`src/rtl/gpio_irq_detect.sv`:
```
module gpio_irq_detect #(
  parameter int NPINS = 40,
  parameter int WORD = 32,
  localparam int NWORDS = (NPINS + WORD - 1) / WORD,
  localparam int WSEL = (NWORDS > 1) ? $clog2(NWORDS) : 1
) (
  input  logic               clk,
  input  logic               rst_n,
  input  logic [NPINS-1:0]   pin_in,
  input  logic [5*NPINS-1:0] pin_cfg,
  input  logic [NPINS-1:0]   sense_off,
  input  logic [NPINS-1:0]   irq_en,
  input  logic               clr_we,
  input  logic [WSEL-1:0]    clr_word,
  input  logic [WORD-1:0]    clr_data,
  output logic [NPINS-1:0]   status,
  output logic [NPINS-1:0]   pending,
  output logic               irq
);

  logic [NPINS-1:0] prev;
  logic [NPINS-1:0] armed;
  logic [NPINS-1:0] evt;
  logic [NPINS-1:0] clr_mask;
  logic             seen;

  for (genvar i = 0; i < NPINS; i++) begin : g_pin
    logic [4:0] c;
    logic       rise, fall;
    assign c    = pin_cfg[5*i +: 5];
    assign rise = seen && !prev[i] && pin_in[i];
    assign fall = seen && prev[i] && !pin_in[i];
    assign armed[i] = (c[1:0] == 2'b01) && c[2] && !sense_off[i];
    assign evt[i] = armed[i] && (c[4] ? (pin_in[i] == c[3]) : (c[3] ? fall : rise));
    assign clr_mask[i] = clr_we && (clr_word == WSEL'(i / WORD)) && clr_data[i % WORD];
  end

  assign pending = status & irq_en;

  always_ff @(posedge clk) begin
    if (!rst_n) begin
      prev   <= '0;
      seen   <= 1'b0;
      status <= '0;
      irq    <= 1'b0;
    end else begin
      prev   <= pin_in;
      seen   <= 1'b1;
      status <= (status & ~clr_mask) | evt;
      irq    <= |pending;
    end
  end

endmodule


```
`config.mk`:
```
export PLATFORM = sky130hd
export DESIGN_NAME = gpio_irq_detect
export DESIGN_NICKNAME = d
export VERILOG_FILES = /design/src/rtl/gpio_irq_detect.sv
export SDC_FILE = /design/constraint.sdc
export NUM_CORES = 1
export LEC_CHECK = 0
export CAP_MARGIN = 20
export CELL_PAD_IN_SITES_DETAIL_PLACEMENT = 1
export CELL_PAD_IN_SITES_GLOBAL_PLACEMENT = 1
export CORE_AREA = 3 3 168 170
export DETAILED_ROUTE_END_ITERATION = 10
export DIE_AREA = 0 0 171 173
export PLACE_DENSITY = 0.79
export SYNTH_ARGS = -nofsm -noshare
export SYNTH_HDL_FRONTEND = slang
export SYNTH_SLANG_ARGS = --single-unit
export TNS_END_PERCENT = 100
```
`constraint.sdc`:
```
create_clock -name clk -period 3.5 [get_ports clk]
set_input_delay 0.875 -clock clk [delete_from_list [all_inputs] [get_ports clk]]
set_output_delay 0.875 -clock clk [all_outputs]
set_load 0.01 [all_outputs]
```
==> qor.csv <==
metric;value;unit
fin area;0.0103;mm2
vias per cell;4.48;
WP data required;2620;ps
area of the multi-input gates;0.00348;mm2
Netlist cell types;21;
Reg area;0.00164;mm2
TritonCTS buffer count;9;
post-DP HPWL;21500;um
Post-Synth Simple-Gate Area;40.8;%
crit path capture type;output port;
H-Tree Depth;3;
Avg Inst Size Synth;8.69;um2
CTS tree;done;
slew of the pin with the lowest slew margin;907;ps
Setup crit start kind;input pin;
post-CTS resize count;0;
proportion of synthesized area in mux cells;0;%
R2R Path Start;status[35]$_SDFF_PN0_;
ys flop type;dfxtp_1;
initial core utilization;19.3;%
Async SR Flop Fraction;0;%
complex-gate fraction of the synthesized area;19.5;%
Antenna Violating Nets Remaining;0;
Die ar.;0.0296;mm2
Root Buffer;clkbuf_16;
Peak Freq;0.332;GHz
fraction of layout cells with a size suffix above 1;2.42;%
setup bufs post-CTS;0;
Chip Width;171;um
initial antenna violation count;1;
post-synth top area share;31.7;%
Final Setup Violations;0;
r2r worst-path depth;4;
pwr/cell area;266;mW/mm2
Hold/Removal Path Class;flip-flop to flip-flop;
drt total wl;25500;um
reg-to-reg endpoint;irq$_SDFF_PN0_;
Core Region;0.0269;mm2
top-count cell post-synth;dfxtp_1;
Area after DPL;0.00995;mm2
largest net degree at the start of global routing;46;
RSZ-0062 raised after global routing;no;
clock-pin slew on the worst setup and hold paths;70;ps
Hold Path Cell Cnt;2;
ant diodes;0;
post-DR wirelength/cell;18.6;um
Post-synth EDFFs;0;
WS Path Type;input pin to output port;
top cells by area, synth;dfxtp_1 32%, and2_1 9.5%, nand4bb_1 8.7%;
largest vdd supply drop;0.172;mV
area grow syn2layout;98.1;%
#FFs+latches synth;82;
clock skew;15.6;ps
Leak;3.73;nW
WHS Endpoint;status[16]$_SDFF_PN0_;
Pre-antenna DRT Iters;4;
max-cap violations;0;
clk_lat worst skew;340;ps
total global routing overflow;0;
hold_buf cts;0;
register area share after synthesis;31.7;%
vias post-DR;6164;
std cell rows;60;
Critical Path AT;2140;ps
Post-synth top cells;82 x dfxtp_1, 79 x and2_1, 41 x nor2b_1;
GRT Util Overall;16.3;%
fraction of synthesized cell area in xor and xnor cells;6.76;%
synth warn;0;
Hold Startpoint;status[16]$_SDFF_PN0_;
CP max FO;2;
Final Net Count;1386;
first-pass GRT wire length;37100;um
synthesized area;0.00518;mm2
initial DRC count;151;
DRC Markers;0;
adder-cell share of the synthesized area;0;%
Mapped Cells;596;
Final Hold Fails;0;
vias in the first global route;6753;
clock sinks;82;
Fill cells;3115;
chip height;173;um
# IOs;437;
final worst-path cycle share;86.0;%
largest family of logic cells by synthesized area;simple AND/OR/NAND/NOR gates;
minimum clock period;3010;ps
status;completed;
clk buf depth;2;
flop2flop setup slack;1290;ps
Slew Limit Fails;0;
Port Buffers;436;
Syn Nets;952;
Placer Congestion;0.798;
Synth area leader;dfxtp_1;
worst rel slew slack;39.5;%
setup TNS after final layout;0;ps
worst max-delay path, stage by stage:
cell and delay, ps:
clkdlybuf4s50_1 450, and2_1 230, clkdlybuf4s50_1 570
worst max path at each step:
stage,from,endpoint,slack (ps),cells after the start
2_1_floorplan,irq_en[36],irq$_SDFF_PN0_,1010,4
3_3_place_gp,irq_en[35],irq$_SDFF_PN0_,320,5
3_5_place_dp,irq_en[36],irq$_SDFF_PN0_,330,5
4_1_cts,irq_en[7],pending[7],480,3
5_1_grt,irq_en[7],pending[7],470,3
6_report,irq_en[6],pending[6],490,3
report_power, final:
part | internal, W | switching [W]
clock | 0.000622 | 0.000424
sequential | 0.000967 | 0.0000285
combinational | 0.000491 | 0.000200
routing by layer:
| metal | track usage (%) | share of wire [%] |
|---|---|---|
| met2 | 30.5 | 51 |
| met3 | 4.80 | 8.0 |
| met4 | 4.63 | 2.2 |
| met5 | 0 | 0.051 |
| met1 | 17.6 | 39 |
registers in the layout, summed over array words and instances, names as in the netlist:
register	cells
irq	1
status	40
seen	1
prev	40
cells in the final DEF (no fill, tap or decap):
cell type	instances
clkinv_2	1
nor2b_1	40
o21a_1	40
nand4bb_1	40
buf_2	1
clkdlybuf4s50_1	435
nor3b_1	40
buf_12	1
nor4_1	4
and3b_1	40
buf_4	3
xnor2_1	40
or2_2	3
clkbuf_1	1
nand2_1	40
nand4_1	1
o41a_1	1
and2_4	1
clkbuf_16	9
dfxtp_2	1
or4_1	6
bufinv_16	2
a21oi_1	40
clkinvlp_4	2
dfxtp_1	81
and2_0	1
a21boi_0	40
o21ai_0	40
and2_1	79
nor2b_4	1
cell type report:
type	instances	share of cell area (%)
Clock buffer	10	2.23
Clock inverter	5	0.780
Multi-Input combinational cell	497	33.9
Sequential cell	82	16.0
Tap cell	341	4.16
Timing Repair Buffer	440	42.9
per-stage QoR:
stage	hold WS (ps)	util [%]	total power, W	std cells	setup WS, ps
floorplan	649	-	0.00119	596	1010
global placement	619	37.0	0.00170	1360	323
detailed placement	627	37.0	0.00171	1360	334
CTS	640	38.2	0.00278	1375	476
global route	657	38.2	0.00288	1375	465
finish	634	38.2	0.00273	1375	489
kinds of logic (layout without fill, tap and decap cells):
kind of cell | after synthesis | in the layout
buffers and inverters | 17 | 455
AND/OR/NAND/NOR | 296 | 296
XOR/XNOR | 40 | 40
AO/OA/AOI/OAI | 161 | 161
flip-flops | 82 | 82
No activity file was read; power rests on OpenSTA's default activity.
